File: src/rtl/pwr_wake_pkg.sv
package pwr_wake_pkg;

    localparam int MAX_SRC = 16;

    typedef enum logic [2:0] {
        ST_STBY   = 3'd0,
        ST_LPSTBY = 3'd1,
        ST_SAFE   = 3'd2,
        ST_DEST   = 3'd3,
        ST_SEL    = 3'd4
    } wake_state_e;

    typedef struct packed {
        logic       accept;
        logic [3:0] idx;
    } wake_pick_t;

    // lowest set bit index of a vector padded to MAX_SRC
    function automatic logic [3:0] first_set(input logic [MAX_SRC-1:0] v);
        logic [3:0] r;
        r = '0;
        for (int i = MAX_SRC - 1; i >= 0; i--) begin
            if (v[i]) r = 4'(i);
        end
        return r;
    endfunction

endpackage

File: src/rtl/wake_fault_gate.sv
module wake_fault_gate (
    input  logic vin_ov_i,
    input  logic ov_lock_en_i,
    input  logic vin_uvlo_i,
    input  logic vint_ov_i,
    input  logic vint_uv_i,
    input  logic tsd_i,
    output logic block_o
);
    assign block_o = (vin_ov_i & ov_lock_en_i) | vin_uvlo_i | vint_ov_i
                   | vint_uv_i | tsd_i;
endmodule

File: src/rtl/wake_src_gate.sv
module wake_src_gate
    import pwr_wake_pkg::*;
#(
    parameter int NUM_SRC = 7,
    parameter int FSD_IDX = 1
) (
    input  logic               clk,
    input  logic               rst,
    input  logic [NUM_SRC-1:0] req_i,
    input  logic [NUM_SRC-1:0] mask_i,
    input  logic               supply_good_i,
    input  logic               block_i,
    output wake_pick_t         pick_o
);
    logic [NUM_SRC-1:0] live;

    for (genvar g = 0; g < NUM_SRC; g++) begin : g_qual
        if (g == FSD_IDX) begin : g_fsd
            assign live[g] = req_i[g] & ~mask_i[g] & supply_good_i;
        end else begin : g_plain
            assign live[g] = req_i[g] & ~mask_i[g];
        end
    end

    assign pick_o.accept = (|live) & ~block_i;
    assign pick_o.idx    = first_set(MAX_SRC'(live));

    // a blocking fault never lets a pick through
    p_fault_blocks_r6: assert property (@(posedge clk) disable iff (rst)
        block_i |-> !pick_o.accept);

    // a fully masked request set never yields a pick
    p_mask_quiet_r3: assert property (@(posedge clk) disable iff (rst)
        ((req_i & ~mask_i) == '0) |-> !pick_o.accept);
endmodule

File: src/rtl/wake_seq_fsm.sv
module wake_seq_fsm
    import pwr_wake_pkg::*;
#(
    parameter int IDX_W  = 3,
    parameter int DEST_W = 2
) (
    input  logic              clk,
    input  logic              rst,
    input  wake_pick_t        pick_i,
    input  logic              tsd_i,
    input  logic              temp_ok_i,
    input  logic [DEST_W-1:0] dest_cfg_i,
    input  logic              irq_clr_i,
    input  logic [1:0]        sleep_i,
    output wake_state_e       state_o,
    output logic [DEST_W-1:0] dest_o,
    output logic              irq_o,
    output logic [IDX_W-1:0]  src_o,
    output logic [1:0]        run_mode_o
);
    wake_state_e       state_q, state_d;
    logic [DEST_W-1:0] dest_q;
    logic [IDX_W-1:0]  src_q;
    logic              irq_q;
    logic              idle, take;

    assign idle = (state_q == ST_STBY) || (state_q == ST_LPSTBY);
    assign take = idle && pick_i.accept;

    always_comb begin
        state_d = state_q;
        if (tsd_i) begin
            state_d = ST_SAFE;
        end else begin
            unique case (state_q)
                ST_STBY, ST_LPSTBY: if (take) state_d = ST_DEST;
                ST_SAFE:            if (temp_ok_i) state_d = ST_STBY;
                ST_DEST:            if (irq_clr_i) state_d = ST_SEL;
                ST_SEL:             if (sleep_i == 2'b00) state_d = ST_LPSTBY;
                default:            state_d = ST_STBY;
            endcase
        end
    end

    always_ff @(posedge clk) begin
        if (rst) begin
            state_q <= ST_STBY;
            dest_q  <= '0;
            src_q   <= '0;
            irq_q   <= 1'b0;
        end else begin
            state_q <= state_d;
            if (take && !tsd_i) begin
                dest_q <= dest_cfg_i;
                src_q  <= IDX_W'(pick_i.idx);
            end
            if (state_d == ST_DEST && state_q != ST_DEST) irq_q <= 1'b1;
            else if (state_d != ST_DEST)                  irq_q <= 1'b0;
        end
    end

    assign state_o    = state_q;
    assign dest_o     = (state_q == ST_DEST) ? dest_q : '0;
    assign irq_o      = irq_q;
    assign src_o      = src_q;
    assign run_mode_o = (state_q == ST_SEL) ? sleep_i : 2'b00;

    // destination wait is only entered from an idle state
    p_entry_from_idle_r2: assert property (@(posedge clk) disable iff (rst)
        (state_q == ST_DEST && $past(state_q) != ST_DEST)
            |-> ($past(state_q) == ST_STBY || $past(state_q) == ST_LPSTBY));

    // interrupt flag only lives in destination wait
    p_irq_in_dest_r8: assert property (@(posedge clk) disable iff (rst)
        irq_q |-> state_q == ST_DEST);

    // thermal shutdown forces safe recovery
    p_tsd_safe_r7: assert property (@(posedge clk) disable iff (rst)
        tsd_i |=> state_q == ST_SAFE);

    // a clear pulse outside destination wait never produces run selection
    p_clr_outside_r9: assert property (@(posedge clk) disable iff (rst)
        (state_q != ST_DEST && state_q != ST_SEL && irq_clr_i)
            |=> state_q != ST_SEL);

    // no wake from safe recovery or run selection
    p_no_wake_busy_r11: assert property (@(posedge clk) disable iff (rst)
        (state_q == ST_SAFE || state_q == ST_SEL) |=> state_q != ST_DEST);
endmodule

File: src/rtl/pwr_wake_arbiter.sv
module pwr_wake_arbiter
    import pwr_wake_pkg::*;
#(
    parameter int NUM_SRC = 7,
    parameter int FSD_IDX = 1,
    parameter int DEST_W  = 2,
    localparam int IDX_W  = (NUM_SRC > 1) ? $clog2(NUM_SRC) : 1
) (
    input  logic               clk,
    input  logic               rst,
    input  logic [NUM_SRC-1:0] src_req_i,
    input  logic [NUM_SRC-1:0] src_mask_i,
    input  logic               supply_good_i,
    input  logic               vin_ov_i,
    input  logic               ov_lock_en_i,
    input  logic               vin_uvlo_i,
    input  logic               vint_ov_i,
    input  logic               vint_uv_i,
    input  logic               tsd_i,
    input  logic               temp_ok_i,
    input  logic [DEST_W-1:0]  dest_cfg_i,
    input  logic               irq_clr_i,
    input  logic [1:0]         sleep_i,
    output logic [2:0]         state_o,
    output logic [DEST_W-1:0]  dest_o,
    output logic               startup_irq_o,
    output logic [IDX_W-1:0]   wake_src_o,
    output logic [1:0]         run_mode_o
);
    logic        blk;
    wake_pick_t  pick;
    wake_state_e st;

    wake_fault_gate u_fault (
        .vin_ov_i    (vin_ov_i),
        .ov_lock_en_i(ov_lock_en_i),
        .vin_uvlo_i  (vin_uvlo_i),
        .vint_ov_i   (vint_ov_i),
        .vint_uv_i   (vint_uv_i),
        .tsd_i       (tsd_i),
        .block_o     (blk)
    );

    wake_src_gate #(.NUM_SRC(NUM_SRC), .FSD_IDX(FSD_IDX)) u_gate (
        .clk          (clk),
        .rst          (rst),
        .req_i        (src_req_i),
        .mask_i       (src_mask_i),
        .supply_good_i(supply_good_i),
        .block_i      (blk),
        .pick_o       (pick)
    );

    wake_seq_fsm #(.IDX_W(IDX_W), .DEST_W(DEST_W)) u_fsm (
        .clk       (clk),
        .rst       (rst),
        .pick_i    (pick),
        .tsd_i     (tsd_i),
        .temp_ok_i (temp_ok_i),
        .dest_cfg_i(dest_cfg_i),
        .irq_clr_i (irq_clr_i),
        .sleep_i   (sleep_i),
        .state_o   (st),
        .dest_o    (dest_o),
        .irq_o     (startup_irq_o),
        .src_o     (wake_src_o),
        .run_mode_o(run_mode_o)
    );

    assign state_o = st;
endmodule

File: config.mk
export PLATFORM = sky130hd
export DESIGN_NAME = pwr_wake_arbiter
export DESIGN_NICKNAME = d
export VERILOG_FILES = /design/src/rtl/pwr_wake_pkg.sv /design/src/rtl/wake_fault_gate.sv /design/src/rtl/wake_src_gate.sv /design/src/rtl/wake_seq_fsm.sv /design/src/rtl/pwr_wake_arbiter.sv
export SDC_FILE = /design/constraint.sdc
export NUM_CORES = 1
export LEC_CHECK = 0
export ABC_AREA = 0
export BUFFER_PORTS_ARGS = -buffer_cell sky130_fd_sc_hd__buf_2
export CAP_MARGIN = 5
export CORE_MARGIN = 10
export CORE_UTILIZATION = 43
export DETAILED_ROUTE_END_ITERATION = 8
export GPL_ROUTABILITY_DRIVEN = 0
export PLACE_DENSITY_LB_ADDON = 0.3
export SYNTH_ARGS = -nofsm -noshare
export SYNTH_HDL_FRONTEND = slang
export SYNTH_SLANG_ARGS = --single-unit
File: constraint.sdc
create_clock -name clk -period 3.45 [get_ports clk]
set_input_delay 0.1725 -clock clk [delete_from_list [all_inputs] [get_ports clk]]
set_output_delay 0.1725 -clock clk [all_outputs]
set_load 0.01 [all_outputs]
==> flow_results.xml, run 1 <==
<?xml version="1.0" encoding="UTF-8"?>
<metrics>
  <group name="worst_hold_path">
    <metric name="holdPathEnd" unit="">u_fsm.dest_q[0]$_SDFFE_PP0P_</metric>
    <metric name="min_path_cells" unit="">3</metric>
    <metric name="worst_hold_path_type" unit="">primary input to flip-flop</metric>
    <metric name="holdCritStartpoint" unit="">dest_cfg_i[0]</metric>
  </group>
  <group name="logic_synthesis">
    <metric name="postSynthRegisterBits" unit="">9</metric>
    <metric name="netlist_top_cells_area" unit="">sky130_fd_sc_hd__dfxtp_1 30%, sky130_fd_sc_hd__nand2b_1 10%, sky130_fd_sc_hd__mux2i_1 8.3%, sky130_fd_sc_hd__a2111oi_4 4.6%, sky130_fd_sc_hd__a21oi_1 3.3%</metric>
    <metric name="synthDistinctLibCells" unit="">30</metric>
    <metric name="syn-mean-instance-area" unit="um^2">8.87</metric>
    <metric name="syn_inst" unit="">68</metric>
    <metric name="postSynthNetCount" unit="">97</metric>
    <metric name="postSynth.asyncResetShare" unit="%">0</metric>
    <metric name="syn-cell-area" unit="um^2">603</metric>
    <metric name="synth_flop_cell" unit="">sky130_fd_sc_hd__dfxtp_1</metric>
    <metric name="yosys.area.top_type_share" unit="%">29.9</metric>
    <metric name="synth-edff-count" unit="">0</metric>
    <metric name="syn_warnings" unit="">0</metric>
    <metric name="synth.yosys.seq_area_share" unit="%">29.9</metric>
    <metric name="yosys.area.top_type" unit="">sky130_fd_sc_hd__dfxtp_1</metric>
  </group>
  <group name="clocking">
    <metric name="clk-insertion-delay-late" unit="ps">270</metric>
    <metric name="max-clock-path-buffers" unit="">2</metric>
    <metric name="cts_hold_buffers_added" unit="">0</metric>
    <metric name="cts_root_buf" unit="">sky130_fd_sc_hd__clkbuf_4</metric>
    <metric name="cts_setup_buffers" unit="">0</metric>
    <metric name="tritoncts" unit="">yes</metric>
    <metric name="cts_num_sinks" unit="">9</metric>
    <metric name="cts_htree_levels" unit="">1</metric>
    <metric name="post_cts_resized" unit="">0</metric>
    <metric name="cts-buffers-inserted" unit="">3</metric>
    <metric name="clkSlewWorstSetupHoldPaths" unit="ps">70</metric>
  </group>
  <group name="pwr">
    <metric name="worst_ir_drop_vdd" unit="mV">0.198</metric>
    <metric name="share_comb_of_total_power" unit="%">18.3</metric>
    <metric name="seq_power_share" unit="%">45.7</metric>
    <metric name="power_frac_clock" unit="%">36.0</metric>
    <metric name="share_of_total_power_consumed_by_net_switching" unit="%">27.5</metric>
    <metric name="p_leak" unit="nW">0.387</metric>
    <metric name="cell_internal_power_dissipation" unit="W">0.000171</metric>
    <metric name="post-layout-total-power" unit="W">0.000236</metric>
    <metric name="switching_power_of_the_nets" unit="W">0.0000650</metric>
    <metric name="power_per_cell_area" unit="mW/mm^2">281</metric>
  </group>
  <group name="die">
    <metric name="std_cell_rows" unit="">13</metric>
    <metric name="design.portCount" unit="">40</metric>
    <metric name="coreArea" unit="mm^2">0.00132</metric>
    <metric name="die_width" unit="um">57.5</metric>
    <metric name="fp.dieH" unit="um">57.5</metric>
    <metric name="die_area" unit="mm^2">0.00330</metric>
    <metric name="floorplan.initialDensity" unit="%">45.8</metric>
  </group>
  <group name="cells_and_area">
    <metric name="post-route-cell-area" unit="um^2">841</metric>
    <metric name="n_antenna_cell" unit="">0</metric>
    <metric name="flow.area_growth_from_synthesis" unit="%">39.4</metric>
    <metric name="layout-drive-gt1-share" unit="%">46.4</metric>
    <metric name="num-nets-final" unit="">140</metric>
    <metric name="layout.core_utilization" unit="%">63.8</metric>
  </group>
  <group name="grt">
    <metric name="first_pass_grt_wire_length" unit="um">2820</metric>
    <metric name="number_of_global_route_vias_before_repair" unit="">681</metric>
    <metric name="grt_max_degree" unit="">11</metric>
    <metric name="groute.usage.overall" unit="%">10.4</metric>
    <metric name="overflow" unit="">0</metric>
    <metric name="antenna_violations_before_repair" unit="">0</metric>
  </group>
  <group name="worst_setup_path">
    <metric name="timing.rr.start" unit="">u_fsm.state_o[2]$_SDFF_PP0_</metric>
    <metric name="worst_r2r_path_depth" unit="">4</metric>
    <metric name="crit_fanout" unit="">9</metric>
    <metric name="reg2reg_slack" unit="ps">1570</metric>
    <metric name="critical_path.reg2reg.endpoint" unit="">u_fsm.irq_o$_SDFFE_PP0P_</metric>
    <metric name="cp_required" unit="ps">3640</metric>
    <metric name="cp_startpoint_kind" unit="">flip-flop</metric>
    <metric name="path_class" unit="">flip-flop to flip-flop</metric>
    <metric name="critical_path_arrival" unit="ps">2070</metric>
    <metric name="timing.critical_path.to_type" unit="">flip-flop</metric>
  </group>
  <group name="sta">
    <metric name="period_minus_slack" unit="ps">1880</metric>
    <metric name="max_clock_freq" unit="MHz">531</metric>
    <metric name="slew-limit-headroom" unit="%">64.5</metric>
    <metric name="hold_viol_final" unit="">0</metric>
    <metric name="setup_tns" unit="ps">0</metric>
    <metric name="final-max-slew-violation-count" unit="">0</metric>
    <metric name="setup_viol" unit="">0</metric>
    <metric name="skew" unit="ps">1.99</metric>
    <metric name="rsz_0062_raised_after_global_routing" unit="">false</metric>
    <metric name="crit_share_post_route" unit="%">54.6</metric>
    <metric name="timing_worst_slew_pin_value" unit="ps">527</metric>
  </group>
  <group name="run">
    <metric name="max_cap_violations" unit="">0</metric>
  </group>
  <group name="route">
    <metric name="detail_route.wl_per_cell" unit="um">13.4</metric>
    <metric name="routed_wirelength" unit="um">1680</metric>
    <metric name="iteration_0_drc_markers" unit="">4</metric>
    <metric name="viasPerCell" unit="">5.21</metric>
    <metric name="detail-route-antenna-nets" unit="">0</metric>
    <metric name="detailroute.via_count" unit="">651</metric>
    <metric name="detailedRoute.firstPassIterationCount" unit="">4</metric>
    <metric name="route.detailed.drc" unit="">0</metric>
  </group>
  <group name="placement">
    <metric name="placement.io_buffers" unit="">39</metric>
    <metric name="hpwlAfterDp" unit="um">1430</metric>
    <metric name="placed_cell_area" unit="um^2">813</metric>
  </group>
  <group name="status">
    <metric name="outcome" unit="">complete, no violations</metric>
  </group>
</metrics>
==> final cells by class <==
cell class,instances,area [um^2]
clock inverters,1,5.00
clock buffers,3,22.5
flip-flops and latches,9,180
repair buffers,39,195
well taps,15,18.8
inverters,3,11.3
fillers,128,477
multi-input cells,55,408
==> power by group through the flow <==
stage          Sequential (W)  Combinational (W)  Clock (W)
2_1_floorplan        0.000111          0.0000206          0
3_3_place_gp         0.000110          0.0000425          0
3_5_place_dp         0.000110          0.0000434          0
4_1_cts              0.000108          0.0000436  0.0000868
5_1_grt              0.000108          0.0000490  0.0000928
6_report             0.000108          0.0000433  0.0000850
==> layout by cell type, fill, tap and decap left out, types with 2 or more instances in the layout <==
cell and instances:
sky130_fd_sc_hd__buf_2 39, sky130_fd_sc_hd__nand2b_1 10, sky130_fd_sc_hd__dfxtp_1 9, sky130_fd_sc_hd__mux2i_1 5
sky130_fd_sc_hd__nor2_1 4, sky130_fd_sc_hd__a21oi_1 4, sky130_fd_sc_hd__inv_1 3, sky130_fd_sc_hd__o21ai_0 3
sky130_fd_sc_hd__clkbuf_4 3, sky130_fd_sc_hd__and2_1 2, sky130_fd_sc_hd__and3_2 2, sky130_fd_sc_hd__nand2_1 2
sky130_fd_sc_hd__nor2b_1 2, sky130_fd_sc_hd__nand3b_1 2, sky130_fd_sc_hd__nor3b_1 2, sky130_fd_sc_hd__or3_1 2
==> synth_stat cells (all sizes together), types with 2 or more instances <==
cell type	instances
and2	2
nand2b	10
and3	3
mux2i	5
a21oi	4
o21ai	3
nand3b	2
nor3b	2
nor2b	2
inv	3
nand2	2
or3	2
dfxtp	9
nor2	4
==> worst max-delay path by stage <==
| stage | slack [ps] | start | endpoint |
|---|---|---|---|
| after floorplan | 1660 | u_fsm.state_o[2]$_SDFF_PP0_ | u_fsm.irq_o$_SDFFE_PP0P_ |
| after global placement | 1630 | u_fsm.state_o[2]$_SDFF_PP0_ | u_fsm.irq_o$_SDFFE_PP0P_ |
| after detailed placement | 1580 | u_fsm.state_o[2]$_SDFF_PP0_ | u_fsm.irq_o$_SDFFE_PP0P_ |
| after CTS | 1570 | u_fsm.state_o[2]$_SDFF_PP0_ | u_fsm.irq_o$_SDFFE_PP0P_ |
| after global routing | 1460 | u_fsm.state_o[2]$_SDFF_PP0_ | u_fsm.src_o[1]$_SDFFE_PP0P_ |
| final | 1570 | u_fsm.state_o[2]$_SDFF_PP0_ | u_fsm.irq_o$_SDFFE_PP0P_ |
==> metrics by stage <==
step	setup slack [ps]	hold slack, ps	std cells
2_1_floorplan	1660	307	68
3_3_place_gp	1630	432	121
3_5_place_dp	1580	444	121
4_1_cts	1570	152	125
5_1_grt	1460	179	125
6_report	1570	155	125
==> critical path, stage by stage, from the launching register on <==
cell and delay [ps]:
sky130_fd_sc_hd__dfxtp_1 380, sky130_fd_sc_hd__or4_4 570, sky130_fd_sc_hd__a2111oi_4 400, sky130_fd_sc_hd__o41ai_2 210
sky130_fd_sc_hd__a221oi_2 250
==> registers in the layout, indices dropped and copies added, names as in the netlist <==
| signal | flops |
|---|---|
| u_fsm.dest_q | 2 |
| u_fsm.irq_o | 1 |
| u_fsm.src_o | 3 |
| u_fsm.state_o | 3 |
==> kinds of logic after synthesis <==
kind of cell / after synthesis / share of synthesized area (%)
simple gates: 33 / 34.0
compound gates: 17 / 25.3
flops: 9 / 29.9
mux: 5 / 8.30
buf+inv: 4 / 2.49
==> metal layers <==
layer | up-vias | wire length [um] | track usage [%]
li1 | 340 | - | -
met1 | 286 | 729 | 11.3
met2 | 23 | 754 | 15.6
met3 | 2 | 189 | 7.30
met4 | 0 | 8 | 3.02
met5 | - | 0 | 0
No activity file was read; power rests on OpenSTA's default activity.
==> inputs of run 2 (changes only) <==
--- a/config.mk
+++ b/config.mk
@@ -9,7 +9,7 @@
 export BUFFER_PORTS_ARGS = -buffer_cell sky130_fd_sc_hd__buf_2
 export CAP_MARGIN = 5
 export CORE_MARGIN = 10
-export CORE_UTILIZATION = 43
+export CORE_UTILIZATION = 36
 export DETAILED_ROUTE_END_ITERATION = 8
 export GPL_ROUTABILITY_DRIVEN = 0
 export PLACE_DENSITY_LB_ADDON = 0.3
==> constraint.sdc (replaced) <==
create_clock -name clk -period 1.7 [get_ports clk]
set_input_delay 0.085 -clock clk [delete_from_list [all_inputs] [get_ports clk]]
set_output_delay 0.085 -clock clk [all_outputs]
set_load 0.01 [all_outputs]
==> flow_results.xml, run 2 (synthesis gave the netlist of run 1 again) <==
<?xml version="1.0" encoding="UTF-8"?>
<metrics>
  <group name="status">
    <metric name="outcome" unit="">complete, no violations</metric>
  </group>
  <group name="pwr">
    <metric name="worst_ir_drop_vdd" unit="mV">0.272</metric>
    <metric name="post-layout-total-power" unit="W">0.000476</metric>
    <metric name="p_leak" unit="nW">0.397</metric>
    <metric name="power_per_cell_area" unit="mW/mm^2">541</metric>
  </group>
  <group name="sta">
    <metric name="max_clock_freq" unit="MHz">606</metric>
    <metric name="slew-limit-headroom" unit="%">55.7</metric>
    <metric name="final-max-slew-violation-count" unit="">0</metric>
    <metric name="setup_viol" unit="">0</metric>
    <metric name="skew" unit="ps">5.29</metric>
    <metric name="period_minus_slack" unit="ps">1650</metric>
    <metric name="holdWs" unit="ps">71.3</metric>
    <metric name="crit_share_post_route" unit="%">97.1</metric>
    <metric name="hold_viol_final" unit="">0</metric>
    <metric name="setup_tns" unit="ps">0</metric>
    <metric name="timing_worst_slew_pin_value" unit="ps">657</metric>
    <metric name="rsz_0062_raised_after_global_routing" unit="">true</metric>
  </group>
  <group name="cells_and_area">
    <metric name="num-nets-final" unit="">142</metric>
    <metric name="layout-drive-gt1-share" unit="%">47.3</metric>
    <metric name="n_antenna_cell" unit="">0</metric>
    <metric name="flow.area_growth_from_synthesis" unit="%">45.9</metric>
    <metric name="most-common-layout-cells" unit="">39 x sky130_fd_sc_hd__buf_2, 10 x sky130_fd_sc_hd__nand2b_1, 8 x sky130_fd_sc_hd__dfxtp_1</metric>
    <metric name="layout_commonest_cell" unit="">sky130_fd_sc_hd__buf_2</metric>
    <metric name="stdcell_count" unit="">128</metric>
    <metric name="num-fill-cells" unit="">156</metric>
    <metric name="multi_input_area" unit="um^2">428</metric>
    <metric name="post-route-cell-area" unit="um^2">880</metric>
    <metric name="area.sequential" unit="um^2">184</metric>
  </group>
  <group name="worst_setup_path">
    <metric name="reg2reg_slack" unit="ps">50</metric>
    <metric name="cp_startpoint_kind" unit="">flip-flop</metric>
    <metric name="crit_slowest_cell" unit="">sky130_fd_sc_hd__or4_4</metric>
    <metric name="critical_path_arrival" unit="ps">1840</metric>
    <metric name="crit_fanout" unit="">4</metric>
    <metric name="timing.critical_path.to_type" unit="">flip-flop</metric>
    <metric name="cp_required" unit="ps">1890</metric>
    <metric name="path_class" unit="">flip-flop to flip-flop</metric>
    <metric name="cp_slowest_stage_delay" unit="ps">420</metric>
    <metric name="timing.critical_path.cells" unit="">or4_4, a2111oi_4, buf_4, o41a_4, mux2i_1</metric>
  </group>
  <group name="clocking">
    <metric name="tritoncts" unit="">yes</metric>
    <metric name="max-clock-path-buffers" unit="">2</metric>
    <metric name="clkSlewWorstSetupHoldPaths" unit="ps">60</metric>
    <metric name="cts_num_sinks" unit="">9</metric>
    <metric name="cts-buffers-inserted" unit="">3</metric>
    <metric name="cts_htree_levels" unit="">1</metric>
    <metric name="cts_root_buf" unit="">sky130_fd_sc_hd__clkbuf_4</metric>
    <metric name="clk-insertion-delay-late" unit="ps">260</metric>
  </group>
  <group name="route">
    <metric name="routed_wirelength" unit="um">1730</metric>
    <metric name="iteration_0_drc_markers" unit="">22</metric>
    <metric name="route.detailed.drc" unit="">0</metric>
    <metric name="detailroute.via_count" unit="">665</metric>
    <metric name="detail_route.wl_per_cell" unit="um">13.5</metric>
    <metric name="viasPerCell" unit="">5.20</metric>
    <metric name="detail-route-antenna-nets" unit="">0</metric>
    <metric name="detailedRoute.firstPassIterationCount" unit="">3</metric>
  </group>
  <group name="die">
    <metric name="design.portCount" unit="">40</metric>
    <metric name="die_width" unit="um">60.9</metric>
    <metric name="coreArea" unit="mm^2">0.00154</metric>
    <metric name="die_area" unit="mm^2">0.00371</metric>
    <metric name="floorplan.initialDensity" unit="%">39.1</metric>
    <metric name="fp.dieH" unit="um">60.9</metric>
    <metric name="std_cell_rows" unit="">14</metric>
  </group>
  <group name="grt">
    <metric name="first_pass_grt_wire_length" unit="um">3000</metric>
    <metric name="number_of_global_route_vias_before_repair" unit="">700</metric>
    <metric name="antenna_violations_before_repair" unit="">0</metric>
    <metric name="overflow" unit="">0</metric>
    <metric name="grt_max_degree" unit="">11</metric>
    <metric name="groute.usage.overall" unit="%">10.4</metric>
  </group>
  <group name="placement">
    <metric name="numPlacedInstances" unit="">123</metric>
    <metric name="hpwlAfterDp" unit="um">1470</metric>
    <metric name="placement.io_buffers" unit="">39</metric>
    <metric name="placed_cell_area" unit="um^2">837</metric>
  </group>
  <group name="run">
    <metric name="max_cap_violations" unit="">0</metric>
  </group>
  <group name="worst_hold_path">
    <metric name="worst_hold_path_type" unit="">primary input to flip-flop</metric>
  </group>
</metrics>
[run 2: cell types whose count changed in the layout (fill, tap and decap cells not counted), sizes merged]
cell and change:
clkinv -1, clkbuf +1, buf +2
[run 2: repair_timing]
item	in CTS	in global routing
setup endpoints to repair	5	4
gates resized for setup	0	1
setup buffers	1	0
hold buffers	0	0
pin swaps	1	0
[run 2: stage by stage]
stage	setup WS, ps	utilization [%]
finish	49.4	57.1
CTS	30.0	56.5
detailed placement	-66.4	54.3
global route	-69.5	57.1
floorplan	-11.5	-
global placement	-25.9	54.3
[run 2: area by class of cell]
class	instances	area share [%]
clock buffer	4	2.99
timing repair buffer	41	23.9
sequential	9	20.9
inverter	3	1.28
tap	16	2.28
multi-input combinational	55	48.6
[run 2: where the power goes]
part	leakage (nW)	switching, W	internal (W)
registers	0.0737	0.00000474	0.000213
clock network	0.0150	0.0000749	0.0000905
logic	0.309	0.0000453	0.0000477
[run 2: path summary, 6_finish.rpt]
kind,startpoint,cells past startpoint,endpoint
hold reg to reg,u_fsm.src_o[1]$_SDFFE_PP0P_,2,u_fsm.src_o[1]$_SDFFE_PP0P_
hold / removal,dest_cfg_i[0],3,u_fsm.dest_q[0]$_SDFFE_PP0P_
setup reg to reg,u_fsm.state_o[2]$_SDFF_PP0_,5,u_fsm.dest_q[1]$_SDFFE_PP0P_
setup / recovery,u_fsm.state_o[2]$_SDFF_PP0_,5,u_fsm.dest_q[1]$_SDFFE_PP0P_
[run 2: routing by layer]
metal | routed length [um] | share of wire, % | GRT usage, % | vias up
met5 | 0 | 0 | 0 | -
met4 | 35 | 2.0 | 5.64 | 0
met3 | 157 | 9.1 | 3.97 | 5
met2 | 798 | 46 | 16.6 | 25
li1 | - | - | - | 342
met1 | 739 | 43 | 11.6 | 293
[run 2: worst max-delay path, delay by kind of cell, from the launching register on]
| family | cells | cell delay (ps) |
|---|---|---|
| DFF | 1 | 340 |
| AOI/OAI and AO/OA | 2 | 450 |
| buffers and inverters | 1 | 190 |
| muxes | 1 | 170 |
| and+or+nand+nor | 1 | 420 |
==> inputs of run 3 (changes only) <==
--- a/config.mk
+++ b/config.mk
@@ -9,10 +9,12 @@
 export BUFFER_PORTS_ARGS = -buffer_cell sky130_fd_sc_hd__buf_2
 export CAP_MARGIN = 5
 export CORE_MARGIN = 10
-export CORE_UTILIZATION = 36
+export CORE_UTILIZATION = 38
 export DETAILED_ROUTE_END_ITERATION = 8
 export GPL_ROUTABILITY_DRIVEN = 0
 export PLACE_DENSITY_LB_ADDON = 0.3
+export SLEW_MARGIN = 20
 export SYNTH_ARGS = -nofsm -noshare
 export SYNTH_HDL_FRONTEND = slang
+export SYNTH_HIERARCHICAL = 1
 export SYNTH_SLANG_ARGS = --single-unit
==> flow_results.xml, run 3 <==
<?xml version="1.0" encoding="UTF-8"?>
<metrics>
  <group name="status">
    <metric name="outcome" unit="">complete, no violations</metric>
  </group>
  <group name="cells_and_area">
    <metric name="post-route-cell-area" unit="um^2">936</metric>
    <metric name="most-common-layout-cells" unit="">39 x sky130_fd_sc_hd__buf_2, 9 x sky130_fd_sc_hd__dfxtp_1, 7 x sky130_fd_sc_hd__nor2_1</metric>
    <metric name="multi_input_area" unit="um^2">495</metric>
    <metric name="num-nets-final" unit="">141</metric>
    <metric name="num-fill-cells" unit="">168</metric>
    <metric name="layout_commonest_cell" unit="">sky130_fd_sc_hd__buf_2</metric>
    <metric name="layout-drive-gt1-share" unit="%">54.1</metric>
    <metric name="layout.core_utilization" unit="%">54.2</metric>
    <metric name="n_antenna_cell" unit="">0</metric>
    <metric name="area.sequential" unit="um^2">180</metric>
    <metric name="flow.area_growth_from_synthesis" unit="%">36.0</metric>
  </group>
  <group name="sta">
    <metric name="final-max-slew-violation-count" unit="">0</metric>
    <metric name="skew" unit="ps">2.83</metric>
    <metric name="max_clock_freq" unit="MHz">691</metric>
    <metric name="hold_viol_final" unit="">0</metric>
    <metric name="crit_share_post_route" unit="%">85.1</metric>
    <metric name="rsz_0062_raised_after_global_routing" unit="">false</metric>
    <metric name="period_minus_slack" unit="ps">1450</metric>
    <metric name="timing_worst_slew_pin_value" unit="ps">467</metric>
    <metric name="setup_viol" unit="">0</metric>
    <metric name="setup_tns" unit="ps">0</metric>
    <metric name="final_critical_path_setup_slack" unit="ps">253</metric>
    <metric name="slew-limit-headroom" unit="%">68.7</metric>
  </group>
  <group name="worst_setup_path">
    <metric name="critical_path_cell_count" unit="">3</metric>
    <metric name="cp_required" unit="ps">1620</metric>
    <metric name="timing.critical_path.cells" unit="">and2b_2, and3_1, buf_2</metric>
    <metric name="critical_path.n_buffers_inverters" unit="">1</metric>
    <metric name="cp_slowest_stage_delay" unit="ps">500</metric>
    <metric name="crit_slowest_cell" unit="">sky130_fd_sc_hd__dfxtp_1</metric>
    <metric name="path_class" unit="">flip-flop to output pin</metric>
    <metric name="crit_family" unit="">flip-flops</metric>
    <metric name="crit_fanout" unit="">10</metric>
    <metric name="critical_path_arrival" unit="ps">1360</metric>
    <metric name="cp_startpoint_kind" unit="">flip-flop</metric>
    <metric name="worst_r2r_path_depth" unit="">3</metric>
    <metric name="timing.critical_path.to_type" unit="">output pin</metric>
  </group>
  <group name="placement">
    <metric name="placed_cell_area" unit="um^2">910</metric>
    <metric name="placement.io_buffers" unit="">39</metric>
    <metric name="dp_slack" unit="ps">29.1</metric>
    <metric name="hpwlAfterDp" unit="um">1530</metric>
  </group>
  <group name="route">
    <metric name="detailroute.via_count" unit="">650</metric>
    <metric name="routed_wirelength" unit="um">1800</metric>
    <metric name="viasPerCell" unit="">4.78</metric>
    <metric name="detail_route.wl_per_cell" unit="um">13.2</metric>
    <metric name="detailedRoute.firstPassIterationCount" unit="">2</metric>
    <metric name="route.detailed.drc" unit="">0</metric>
    <metric name="iteration_0_drc_markers" unit="">10</metric>
    <metric name="detail-route-antenna-nets" unit="">0</metric>
  </group>
  <group name="pwr">
    <metric name="power_per_cell_area" unit="mW/mm^2">510</metric>
    <metric name="p_leak" unit="nW">0.444</metric>
    <metric name="worst_ir_drop_vdd" unit="mV">0.340</metric>
  </group>
  <group name="clocking">
    <metric name="post_cts_resized" unit="">0</metric>
    <metric name="cts_hold_buffers_added" unit="">0</metric>
    <metric name="tritoncts" unit="">yes</metric>
    <metric name="cts_htree_levels" unit="">1</metric>
    <metric name="clkSlewWorstSetupHoldPaths" unit="ps">60</metric>
    <metric name="cts_num_sinks" unit="">9</metric>
    <metric name="max-clock-path-buffers" unit="">2</metric>
    <metric name="cts_setup_buffers" unit="">0</metric>
    <metric name="cts-buffers-inserted" unit="">3</metric>
    <metric name="clk-insertion-delay-late" unit="ps">250</metric>
    <metric name="cts_root_buf" unit="">sky130_fd_sc_hd__clkbuf_4</metric>
  </group>
  <group name="worst_hold_path">
    <metric name="min_path_cells" unit="">3</metric>
    <metric name="worst_hold_path_type" unit="">primary input to flip-flop</metric>
  </group>
  <group name="grt">
    <metric name="overflow" unit="">0</metric>
    <metric name="groute.usage.overall" unit="%">8.91</metric>
    <metric name="antenna_violations_before_repair" unit="">0</metric>
    <metric name="first_pass_grt_wire_length" unit="um">3000</metric>
    <metric name="grt_max_degree" unit="">12</metric>
    <metric name="number_of_global_route_vias_before_repair" unit="">683</metric>
  </group>
  <group name="die">
    <metric name="die_width" unit="um">62.6</metric>
    <metric name="std_cell_rows" unit="">15</metric>
    <metric name="design.portCount" unit="">40</metric>
    <metric name="floorplan.initialDensity" unit="%">39.9</metric>
    <metric name="coreArea" unit="mm^2">0.00173</metric>
    <metric name="die_area" unit="mm^2">0.00391</metric>
    <metric name="fp.dieH" unit="um">62.6</metric>
  </group>
  <group name="logic_synthesis">
    <metric name="syn_inst" unit="">69</metric>
    <metric name="postSynthNetCount" unit="">98</metric>
    <metric name="syn_warnings" unit="">6</metric>
    <metric name="syn-mean-instance-area" unit="um^2">9.97</metric>
    <metric name="syn-cell-area" unit="um^2">688</metric>
  </group>
  <group name="run">
    <metric name="max_cap_violations" unit="">0</metric>
  </group>
</metrics>
run 3: worst reg2reg max path: stages (launching register included):
cell and delay, ps:
sky130_fd_sc_hd__dfxtp_1 500, sky130_fd_sc_hd__nor4b_2 300, sky130_fd_sc_hd__o221ai_1 200, sky130_fd_sc_hd__a221oi_2 280
run 3: area by class of cell:
cell class | instances | area share, %
Inverter | 2 | 0.802
Timing Repair Buffer | 39 | 20.9
Sequential cell | 9 | 19.3
Clock buffer | 4 | 2.81
Multi-Input combinational cell | 57 | 52.9
Tap cell | 25 | 3.34
run 3: per-layer routing:
| layer | track usage [%] | vias to the layer above | wire [um] |
|---|---|---|---|
| met1 | 11.3 | 293 | 868 |
| met5 | 0 | - | 0 |
| met4 | 2.51 | 0 | 0 |
| met2 | 14.0 | 23 | 822 |
| li1 | - | 334 | - |
| met3 | 2.87 | 0 | 105 |
run 3: path summary, 6_finish.rpt:
path	from	endpoint	slack, ps
setup / recovery	u_fsm/state_o[2]$_SDFF_PP0_	dest_o[0]	250
hold / removal	dest_cfg_i[1]	u_fsm/dest_q[1]$_SDFFE_PP0P_	70
setup reg to reg	u_fsm/state_o[2]$_SDFF_PP0_	u_fsm/irq_o$_SDFFE_PP0P_	350
hold reg to reg	u_fsm/dest_q[0]$_SDFFE_PP0P_	u_fsm/dest_q[0]$_SDFFE_PP0P_	490
run 3: through the flow:
stage          power [W]  cells  hold slack [ps]
2_1_floorplan   0.000277     69              154
3_3_place_gp    0.000325    132              319
3_5_place_dp    0.000326    132              328
4_1_cts         0.000486    136             65.9
5_1_grt         0.000511    136             82.6
6_report        0.000477    136             71.5
run 3: power by group:
part | internal [W] | switching, W
combinational | 0.0000566 | 0.0000449
sequential | 0.000214 | 0.00000579
clock | 0.0000899 | 0.0000663
total | 0.000360 | 0.000117
